==> config.mk <==
export PLATFORM = sky130hd
export DESIGN_NAME = nand_bridge
export DESIGN_NICKNAME = d
export VERILOG_FILES = /design/src/rtl/nand_bridge_pkg.sv /design/src/rtl/nand_bridge_decode.sv /design/src/rtl/nand_bridge_ctrl.sv /design/src/rtl/nand_bridge_datapath.sv /design/src/rtl/nand_bridge.sv
export SDC_FILE = /design/constraint.sdc
export NUM_CORES = 1
export LEC_CHECK = 0
export ABC_AREA = 1
export BUFFER_PORTS_ARGS = -buffer_cell sky130_fd_sc_hd__buf_4
export CAP_MARGIN = 20
export CORE_UTILIZATION = 55
export DETAILED_ROUTE_END_ITERATION = 16
export GPL_TIMING_DRIVEN = 0
export PLACE_DENSITY_LB_ADDON = 0.3
export SYNTH_ARGS = -nofsm -noshare
export SYNTH_HDL_FRONTEND = slang
export SYNTH_HIERARCHICAL = 1
export SYNTH_SLANG_ARGS = --single-unit
==> constraint.sdc <==
create_clock -name clk -period 2.25 [get_ports clk]
set_input_delay 0.5625 -clock clk [delete_from_list [all_inputs] [get_ports clk]]
set_output_delay 0.5625 -clock clk [all_outputs]
set_load 0.005 [all_outputs]
==> src/rtl/nand_bridge_pkg.sv <==
package nand_bridge_pkg;

  localparam int FIELD_W = 8;
  localparam int CFG_W   = 4 * FIELD_W;
  localparam int SPACES  = 2;

  typedef enum logic [1:0] {
    SEC_DATA = 2'd0,
    SEC_CMD  = 2'd1,
    SEC_ADDR = 2'd2
  } section_e;

  typedef enum logic [1:0] {
    PH_IDLE   = 2'd0,
    PH_SETUP  = 2'd1,
    PH_STROBE = 2'd2,
    PH_HOLD   = 2'd3
  } phase_e;

  // Packed so that field order matches the config word: hiZ is the MSB byte.
  typedef struct packed {
    logic [FIELD_W-1:0] hiZ;
    logic [FIELD_W-1:0] hold;
    logic [FIELD_W-1:0] waitLen;
    logic [FIELD_W-1:0] setup;
  } timing_t;

  typedef struct packed {
    logic latchReq;   // request accepted, capture its attributes
    logic errResp;    // illegal read answered at once
    logic capture;    // sample flash data this edge
    logic active;     // a flash cycle is in progress
    logic strobeLow;  // WE#/RE# phase
    logic driveEn;    // write data may be driven
  } ctrl_strobe_t;

endpackage

==> src/rtl/nand_bridge_decode.sv <==
module nand_bridge_decode
  import nand_bridge_pkg::*;
#(
  parameter int ADDR_W = 32,
  parameter int SPACE_BITS = 26,
  parameter int SECTION_LSB = 16,
  parameter logic [ADDR_W-1:0] COMMON_BASE = 32'h8000_0000,
  parameter logic [ADDR_W-1:0] ATTR_BASE   = 32'h8800_0000
) (
  input  logic [ADDR_W-1:0] addr,
  output logic              claim,
  output logic              attr,
  output section_e          section
);

  localparam int TAG_W = ADDR_W - SPACE_BITS;

  logic [TAG_W-1:0] tag;
  logic             inCommon;
  logic             inAttr;
  logic [1:0]       secBits;
  logic             unusedAddrBits;

  assign tag      = addr[ADDR_W-1:SPACE_BITS];
  assign inCommon = (tag == COMMON_BASE[ADDR_W-1:SPACE_BITS]);
  assign inAttr   = (tag == ATTR_BASE[ADDR_W-1:SPACE_BITS]);
  assign claim    = inCommon | inAttr;
  assign attr     = inAttr;
  assign secBits  = addr[SECTION_LSB+1:SECTION_LSB];

  // Offsets inside a window and bits above the section field carry no meaning.
  assign unusedAddrBits = ^{addr[SPACE_BITS-1:SECTION_LSB+2], addr[SECTION_LSB-1:0]};

  always_comb begin
    unique case (secBits)
      2'b00:   section = SEC_DATA;
      2'b01:   section = SEC_CMD;
      default: section = SEC_ADDR;
    endcase
  end

endmodule

==> src/rtl/nand_bridge_ctrl.sv <==
module nand_bridge_ctrl
  import nand_bridge_pkg::*;
(
  input  logic         clk,
  input  logic         rstN,
  input  logic         hostReq,
  input  logic         hostWrite,
  input  logic         claim,
  input  section_e     section,
  input  timing_t      timing,
  output logic         hostReady,
  output ctrl_strobe_t strobes
);

  phase_e             phase;
  logic [FIELD_W-1:0] phaseCnt;
  logic [FIELD_W-1:0] hizLeft;
  logic               hizDone;
  logic               isWrite;
  logic               accept;
  logic               errRead;
  logic               start;
  logic               cntZero;

  assign accept  = hostReq && (phase == PH_IDLE) && claim;
  assign errRead = accept && !hostWrite && (section != SEC_DATA);
  assign start   = accept && !errRead;
  assign cntZero = (phaseCnt == '0);

  always_ff @(posedge clk or negedge rstN) begin
    if (!rstN) begin
      phase    <= PH_IDLE;
      phaseCnt <= '0;
      isWrite  <= 1'b0;
    end else begin
      unique case (phase)
        PH_IDLE: begin
          if (start) begin
            phase    <= PH_SETUP;
            phaseCnt <= timing.setup;
            isWrite  <= hostWrite;
          end
        end
        PH_SETUP: begin
          if (cntZero) begin
            phase    <= PH_STROBE;
            phaseCnt <= timing.waitLen;
          end else begin
            phaseCnt <= phaseCnt - 1'b1;
          end
        end
        PH_STROBE: begin
          if (cntZero) begin
            phase    <= PH_HOLD;
            phaseCnt <= timing.hold;
          end else begin
            phaseCnt <= phaseCnt - 1'b1;
          end
        end
        PH_HOLD: begin
          if (cntZero) phase <= PH_IDLE;
          else         phaseCnt <= phaseCnt - 1'b1;
        end
        default: phase <= PH_IDLE;
      endcase
    end
  end

  // Bus turn-around counter runs from the first setup clock.
  always_ff @(posedge clk or negedge rstN) begin
    if (!rstN) begin
      hizLeft <= '0;
      hizDone <= 1'b0;
    end else if (start) begin
      hizLeft <= timing.hiZ;
      hizDone <= 1'b0;
    end else if (phase != PH_IDLE) begin
      if (hizLeft == '0) hizDone <= 1'b1;
      else               hizLeft <= hizLeft - 1'b1;
    end
  end

  assign hostReady         = (phase == PH_IDLE);
  assign strobes.latchReq  = start;
  assign strobes.errResp   = errRead;
  assign strobes.active    = (phase != PH_IDLE);
  assign strobes.strobeLow = (phase == PH_STROBE);
  assign strobes.capture   = (phase == PH_STROBE) && cntZero && !isWrite;
  assign strobes.driveEn   = (phase != PH_IDLE) && isWrite && hizDone;

endmodule

==> src/rtl/nand_bridge_datapath.sv <==
module nand_bridge_datapath
  import nand_bridge_pkg::*;
#(
  parameter int DATA_W = 8,
  parameter logic [CFG_W-1:0] RESET_TIMING = 32'h0001_0201
) (
  input  logic              clk,
  input  logic              rstN,
  input  ctrl_strobe_t      strobes,
  input  logic              attrNow,
  input  section_e          sectionNow,
  input  logic              hostWrite,
  input  logic [DATA_W-1:0] hostWdata,
  input  logic              cfgWe,
  input  logic              cfgSel,
  input  logic [CFG_W-1:0]  cfgData,
  input  logic [DATA_W-1:0] nandDin,
  output timing_t           timing,
  output logic [DATA_W-1:0] hostRdata,
  output logic              hostErr,
  output logic              nandCeN,
  output logic              nandCle,
  output logic              nandAle,
  output logic              nandWeN,
  output logic              nandReN,
  output logic [DATA_W-1:0] nandDout,
  output logic              nandDoe
);

  timing_t           timingRegs [SPACES];
  logic              reqAttr;
  section_e          reqSection;
  logic              reqWrite;
  logic [DATA_W-1:0] reqByte;
  logic              selAttr;

  for (genvar s = 0; s < SPACES; s++) begin : g_space
    timing_t regQ;
    always_ff @(posedge clk or negedge rstN) begin
      if (!rstN)                        regQ <= timing_t'(RESET_TIMING);
      else if (cfgWe && cfgSel == 1'(s)) regQ <= timing_t'(cfgData);
    end
    assign timingRegs[s] = regQ;
  end

  // While idle the set follows the address on the bus; during a cycle it is pinned.
  assign selAttr = strobes.active ? reqAttr : attrNow;
  assign timing  = timingRegs[selAttr];

  always_ff @(posedge clk or negedge rstN) begin
    if (!rstN) begin
      reqAttr    <= 1'b0;
      reqSection <= SEC_DATA;
      reqWrite   <= 1'b0;
      reqByte    <= '0;
    end else if (strobes.latchReq) begin
      reqAttr    <= attrNow;
      reqSection <= sectionNow;
      reqWrite   <= hostWrite;
      reqByte    <= hostWdata;
    end
  end

  always_ff @(posedge clk or negedge rstN) begin
    if (!rstN) begin
      hostRdata <= '0;
      hostErr   <= 1'b0;
    end else begin
      if (strobes.errResp) begin
        hostRdata <= '0;
        hostErr   <= 1'b1;
      end else if (strobes.latchReq) begin
        hostErr   <= 1'b0;
      end
      if (strobes.capture) hostRdata <= nandDin;
    end
  end

  assign nandCeN  = !strobes.active;
  assign nandCle  = strobes.active && (reqSection == SEC_CMD);
  assign nandAle  = strobes.active && (reqSection == SEC_ADDR);
  assign nandWeN  = !(strobes.strobeLow && reqWrite);
  assign nandReN  = !(strobes.strobeLow && !reqWrite);
  assign nandDout = reqByte;
  assign nandDoe  = strobes.driveEn;

endmodule

==> src/rtl/nand_bridge.sv <==
module nand_bridge
  import nand_bridge_pkg::*;
#(
  parameter int ADDR_W = 32,
  parameter int DATA_W = 8,
  parameter logic [CFG_W-1:0] RESET_TIMING = 32'h0001_0201
) (
  input  logic              clk,
  input  logic              rstN,
  input  logic              hostReq,
  input  logic              hostWrite,
  input  logic [ADDR_W-1:0] hostAddr,
  input  logic [DATA_W-1:0] hostWdata,
  output logic              hostReady,
  output logic              hostClaim,
  output logic [DATA_W-1:0] hostRdata,
  output logic              hostErr,
  input  logic              cfgWe,
  input  logic              cfgSel,
  input  logic [CFG_W-1:0]  cfgData,
  output logic              nandCeN,
  output logic              nandCle,
  output logic              nandAle,
  output logic              nandWeN,
  output logic              nandReN,
  output logic [DATA_W-1:0] nandDout,
  output logic              nandDoe,
  input  logic [DATA_W-1:0] nandDin
);

  logic         attrNow;
  section_e     sectionNow;
  timing_t      timing;
  ctrl_strobe_t strobes;

  nand_bridge_decode #(.ADDR_W(ADDR_W)) i_decode (
    .addr    (hostAddr),
    .claim   (hostClaim),
    .attr    (attrNow),
    .section (sectionNow)
  );

  nand_bridge_ctrl i_ctrl (
    .clk       (clk),
    .rstN      (rstN),
    .hostReq   (hostReq),
    .hostWrite (hostWrite),
    .claim     (hostClaim),
    .section   (sectionNow),
    .timing    (timing),
    .hostReady (hostReady),
    .strobes   (strobes)
  );

  nand_bridge_datapath #(.DATA_W(DATA_W), .RESET_TIMING(RESET_TIMING)) i_datapath (
    .clk        (clk),
    .rstN       (rstN),
    .strobes    (strobes),
    .attrNow    (attrNow),
    .sectionNow (sectionNow),
    .hostWrite  (hostWrite),
    .hostWdata  (hostWdata),
    .cfgWe      (cfgWe),
    .cfgSel     (cfgSel),
    .cfgData    (cfgData),
    .nandDin    (nandDin),
    .timing     (timing),
    .hostRdata  (hostRdata),
    .hostErr    (hostErr),
    .nandCeN    (nandCeN),
    .nandCle    (nandCle),
    .nandAle    (nandAle),
    .nandWeN    (nandWeN),
    .nandReN    (nandReN),
    .nandDout   (nandDout),
    .nandDoe    (nandDoe)
  );

endmodule

**Yosys cells after proc, flatten, opt, wreduce, memory -nomap -nowiden**

Index checks and enable logic that the tools add are counted.

- Bits in registers: 105
- Bits in latches: 0
- Bits in writable memories: 0
- Memory bits (read-only): 0
- Output and inout bits: 25
- Word-level logic and storage cells: 101
- Memories kept: 0

- $add $sub $neg: 2
- $mul: 0
- Div/mod/pow operators: 0
- $lt $le $gt $ge: 1
- Equal/unequal tests: 14
- Shifts and indexed selects: 0
- Multiplexer cells: 25
- Bitwise gates (word level): 3
- Reduce and logical (&&, ||, !) cells: 37

Operators with widths:

| kind | count |
|---|---|
| two-way mux 32 bit | 3 |
| two-way mux 8 bit | 9 |
| one-hot mux 8 bit (4 select lines) | 1 |
| zero test 8 bit | 2 |
| subtractor 8 x 1 -> 8 bit (second input constant) | 2 |
| logical AND 1 bit | 15 |
| == test 6 bit (second input constant) | 2 |
| nonzero test 2 bit | 6 |
| two-way mux 2 bit | 4 |
| != test 2 x 1 -> 1 bit (second input constant) | 4 |
| one-hot mux 2 bit (4 select lines) | 1 |
| AND reduction 2 bit | 4 |
| zero test 1 bit | 7 |
| == test 2 x 1 -> 1 bit (second input constant) | 3 |
| == test 2 bit (second input constant) | 3 |
| two-way mux 1 bit | 6 |
| zero test 2 bit | 2 |
| != test 2 bit (second input constant) | 2 |
| one-hot mux 2 bit (2 select lines) | 1 |
| AND reduction 4 bit | 1 |
| >= comparator 2 bit (second input constant) | 1 |
| inverter 1 -> 2 bit | 1 |
| inverter 1 bit | 1 |
| bitwise OR 1 bit | 1 |

**Logic depth before layout (Yosys ltp)**

- Depth after elaboration: 9
- Depth in mapped cells: 16
- Mapped depth without buffers: 15

**By module**

The synthesis kept the hierarchy.

By module, submodules not included:

| module | instances | cells an instance | area each (sq um) | sequential area each (sq um) |
|---|---|---|---|---|
| nand_bridge_datapath | 1 | 445 | 3753.6 | 2134.5 |
| nand_bridge_ctrl | 1 | 252 | 1625.3 | 500.5 |
| nand_bridge_decode | 1 | 11 | 45.0 | 0.0 |

**Worst setup path after synthesis**

Ideal clock, no wire load.

- Path type: register to register
- From: register i_ctrl.phase[0]
- To: register i_ctrl.phaseCnt[5]
- Library setup time: 0.116 ns
- Arrival time: 1.756 ns
- Path slack: 0.377 ns
- Cell stages (with the launch flop): 17
- Period minus slack after synthesis: 1.873 ns
- Path through: dfrtp_1 > inv_1 > ha_1 > inv_1 > inv_2 > nand2_2 > buf_4 > nand3_1 > nand2_1 > nand2_1 > inv_1 > nand2_1 > nand2_1 > nor2_1 > nand2_1 > nand2_1 > nand2_1

- Longest elaborated chain between the ends: 9
- Elaborated cells between the ends (all ways): 23

RTL lines:

| item | RTL line | text |
|---|---|---|
| from (decl) | nand_bridge_ctrl.sv:15 | `phase_e phase;` |
| from (signal assigned) | nand_bridge_ctrl.sv:32 | `phase <= PH_IDLE;` |
| from (signal assigned) | nand_bridge_ctrl.sv:39 | `phase <= PH_SETUP;` |
| from (signal assigned) | nand_bridge_ctrl.sv:46 | `phase <= PH_STROBE;` |
| zero test 2 bit (*) | n/a |  |
| via hostReady | nand_bridge.sv:14 | `output logic hostReady,` |
| logical AND 1 bit (2 in a row) | nand_bridge_ctrl.sv:25 | `assign accept = hostReq && (phase == PH_IDLE) && claim;` |
| logical AND 1 bit (2 in a row) | nand_bridge_ctrl.sv:26 | `assign errRead = accept && !hostWrite && (section != SEC_DATA);` |
| zero test 1 bit | nand_bridge_ctrl.sv:27 | `assign start = accept && !errRead;` |
| logical AND 1 bit | nand_bridge_ctrl.sv:27 |  |
| != test 2 x 1 -> 1 bit (no line) | n/a |  |
| AND reduction 2 bit (no line) | n/a |  |
| to (signal assigned) | nand_bridge_ctrl.sv:40 | `phaseCnt <= timing.setup;` |
| to (signal assigned) | nand_bridge_ctrl.sv:47 | `phaseCnt <= timing.waitLen;` |
| to (signal assigned) | nand_bridge_ctrl.sv:49 | `phaseCnt <= phaseCnt - 1'b1;` |
| to (decl) | nand_bridge_ctrl.sv:16 | `logic [FIELD_W-1:0] phaseCnt;` |

Mark *: on every way through the listed nets, which the timed path passes. The rest lies on a longest branch. The select of a mux whose other input is x is not followed.
A chain may end at the register's enable or synchronous reset.

==> flow_summary_export.csv <==
group,metric,value,unit
final_layout,area_delta_synth_final,19.5,%
drt,via_count,4944,
floorplanning,initial_core_util,0.576,
timing,fmax,0.459,GHz
drt,wl_per_cell,13.9,um
floorplanning,dieArea,10300,um2
worst_setup_path,worstPathMaxFanout,7,
global_route,antenna_found_initial,0,
place,pre_cts_ws,-0.0446,ns
worst_setup_path,arrival,1.61,ns
final_layout,instances_no_fill,941,
final_layout,diodes,0,
synth,synth_edf_count,0,
synth,ys_ff_latch,105,
clock_network,cts_hold_buf,0,
synth,netlist-cell-type-count,32,
timing,layout_setup_ws,0.0728,ns
timing,relSlewSlack,0.650,
global_route,grt_pass1_vias,4694,
worst_setup_path,r2r_cells,16,
drt,via_per_inst,5.25,
place,hpwl,9300,um
drt,routed_wirelength,13100,um
synth,syn_nets,803,
floorplanning,coreArea,9420,um2
worst_setup_path,startpoint_type,"flop",
synth,ys.flop_type,"dfrtp_1",
worst_setup_path,timing.rr.start,"i_ctrl/phase[1]$_DFFE_PN0P_",
place,place.port_buffers,86,
place,dpl_cell_area,6260,um2
synth,async_reset_ff_frac,1.00,
flow_run,drv_cap,0,
floorplanning,die_x,101,um
final_layout,nFillCells,750,
clock_network,clock_latency,0.37,ns
hold_path,hp-class,"in -> async",
synth,synthesis.area,5420,um2
final_layout,stdcell_area,6480,um2
global_route,grt_max_degree,70,
worst_setup_path,worst_setup_path_end_kind,"primary output",
timing,finClkSkew,0.0121,ns
clock_network,cts_root_buf,"clkbuf_8",
synth,synth-seq-area-share,0.486,
final_layout,final_layout_size_suffix_gt1_frac,0.201,
global_route,overflow,0,
power_and_ir_drop,p_per_area,1100,nW/um2
status,status,"complete, no violations",
floorplanning,num_io_pins,111,
final_layout,fin_nets,902,
drt,drc,0,
worst_setup_path,rr_endpoint,"i_ctrl/phaseCnt[5]$_DFFE_PN0P_",
synth,yosysWarningCount,6,
timing,setup_viol,0,
timing,fin_crit_sh,0.968,
timing,worst_pin_slew,0.524,ns
timing,rsz0062_at_grt,"no",
clock_network,cts_tree,"yes",
worst_setup_path,crit_required,1.69,ns
global_route,track_usage,0.270,
timing,finalMaxSlewViolations,0,
synth,synthCells,708,
place,placed_cells,924,
power_and_ir_drop,ir_drop,0.000459,V
timing,whs,0.131,ns
place,gp_congestion,0.852,
floorplanning,die_h,101,um
clock_network,clk_pin_slew,0.10,ns
drt,final_antenna_net_count,0,
worst_setup_path,rrSetupSlack,0.18,ns
clock_network,cts_buffer_depth,2,
clock_network,clkSinkCount,105,
timing,fin_crit,2.18,ns
worst_setup_path,critical_path_class,"reg -> out",
timing,hold_viol,0,
drt,drtPass1Iterations,5,
synth,avgSynthCellArea,7.66,um2
drt,drt_first_iter_violations,295,
power_and_ir_drop,p_leak,0.00346,uW
clock_network,cts_made_buffers,9,
floorplanning,rows,35,
clock_network,htreeDepth,3,
global_route,grt_pass1_wl,21600,um
[layer usage]
layer,up-vias,global-route usage,share of wire
met5,-,0,0
met2,190,0.442,0.47
met4,0,0.0914,0.014
li1,2423,-,-
met3,18,0.0442,0.060
met1,2313,0.367,0.45
[synth_stat cells (2+ instances only)]
| cell | n | share of area |
|---|---|---|
| nor2_2 | 4 | 0.0046 |
| buf_6 | 5 | 0.010 |
| dfrtp_1 | 99 | 0.46 |
| xnor2_1 | 2 | 0.0032 |
| inv_1 | 77 | 0.053 |
| inv_2 | 2 | 0.0014 |
| ha_1 | 9 | 0.021 |
| buf_4 | 8 | 0.011 |
| a22oi_1 | 4 | 0.0055 |
| nand2_2 | 5 | 0.0058 |
| xor2_1 | 5 | 0.0081 |
| nor3_1 | 4 | 0.0037 |
| clkbuf_2 | 3 | 0.0028 |
| nor2_1 | 54 | 0.037 |
| buf_2 | 16 | 0.015 |
| dfstp_2 | 6 | 0.029 |
| clkbuf_1 | 2 | 0.0014 |
| o21ai_0 | 89 | 0.082 |
| nand3_1 | 81 | 0.075 |
| nand2_1 | 221 | 0.15 |
[worst max-delay path, cell delays in order, from the launching register on]
cell	delay, ns
dfrtp_1	0.41
inv_2	0.09
ha_4	0.21
inv_2	0.09
inv_2	0.08
nor3_1	0.23
buf_4	0.15
[logic make-up (layout without fill, tap and decap cells)]
| family | count (synthesis) | after routing | share of synthesized area |
|---|---|---|---|
| AOI/OAI and AO/OA | 98 | 98 | 0.0960 |
| xor gates and xnor gates | 7 | 7 | 0.0113 |
| adders and majority gates | 9 | 9 | 0.0208 |
| buffers and inverters | 115 | 219 | 0.0985 |
| DFF | 105 | 105 | 0.486 |
| and+or+nand+nor | 374 | 374 | 0.288 |
[through the flow]
step | TNS, ns | utilization | power, uW
2_1_floorplan | 0 | - | 4850
3_3_place_gp | -0.0244 | 0.662 | 5770
3_5_place_dp | -0.190 | 0.665 | 5890
4_1_cts | 0 | 0.686 | 7100
5_1_grt | 0 | 0.688 | 7740
6_report | 0 | 0.688 | 7140
[where the power goes]
part           switching [uW]  leakage (uW)  internal, uW
logic                    2000       0.00211          1310
clock network             645     0.0000917           525
registers                 303       0.00126          2360
total                    2950       0.00346          4200
[layout make-up]
| cell class | count | area (um2) | share of cell area |
|---|---|---|---|
| inverter | 80 | 302 | 0.0465 |
| clock buffer | 11 | 131 | 0.0203 |
| sequential | 105 | 2640 | 0.407 |
| clock inverter | 5 | 65.1 | 0.0100 |
| tap | 129 | 161 | 0.0249 |
| multi-input combinational | 488 | 2270 | 0.351 |
| timing repair buffer | 88 | 681 | 0.105 |
| buffer | 35 | 233 | 0.0359 |
[state kept, by name (all words and copies together) (netlist names)]
signal,count
i_ctrl/hizDone,1
i_ctrl/hizLeft,8
i_ctrl/isWrite,1
i_ctrl/phase,2
i_ctrl/phaseCnt,8
i_datapath/g_space.regQ,64
i_datapath/hostErr,1
i_datapath/hostRdata,8
i_datapath/nandDout,8
i_datapath/reqAttr,1
i_datapath/reqSection,2
i_datapath/reqWrite,1
[how the worst max path moves through the flow]
stage                                           start                        endpoint  slack (ns)  cells past startpoint
after global placement    i_ctrl/phase[0]$_DFFE_PN0P_  i_ctrl/phaseCnt[5]$_DFFE_PN0P_       -0.02                     16
after CTS                 i_ctrl/phase[0]$_DFFE_PN0P_                         nandAle        0.01                      6
after global routing      i_ctrl/phase[0]$_DFFE_PN0P_                         nandAle        0.01                      6
after detailed placement  i_ctrl/phase[0]$_DFFE_PN0P_  i_ctrl/phaseCnt[5]$_DFFE_PN0P_       -0.04                     16
after floorplan           i_ctrl/phase[0]$_DFFE_PN0P_  i_ctrl/phaseCnt[5]$_DFFE_PN0P_        0.38                     16
final                     i_ctrl/phase[0]$_DFFE_PN0P_                         nandAle        0.07                      6
[timing repair]
action                                  CTS  global route
endpoints found under the setup margin    5            12
gates resized for setup                   2             3
buffers inserted                          0             1
[placed cells by master (no fill, tap or decap), types with 6 or more instances in the layout]
master / n
buf_2: 16
buf_4: 95
clkbuf_8: 10
dfrtp_1: 99
dfstp_2: 6
ha_1: 8
inv_1: 75
nand2_1: 221
nand3_1: 81
nor2_1: 54
o21ai_0: 89
Note: power is estimated with default switching activity, not from simulation.
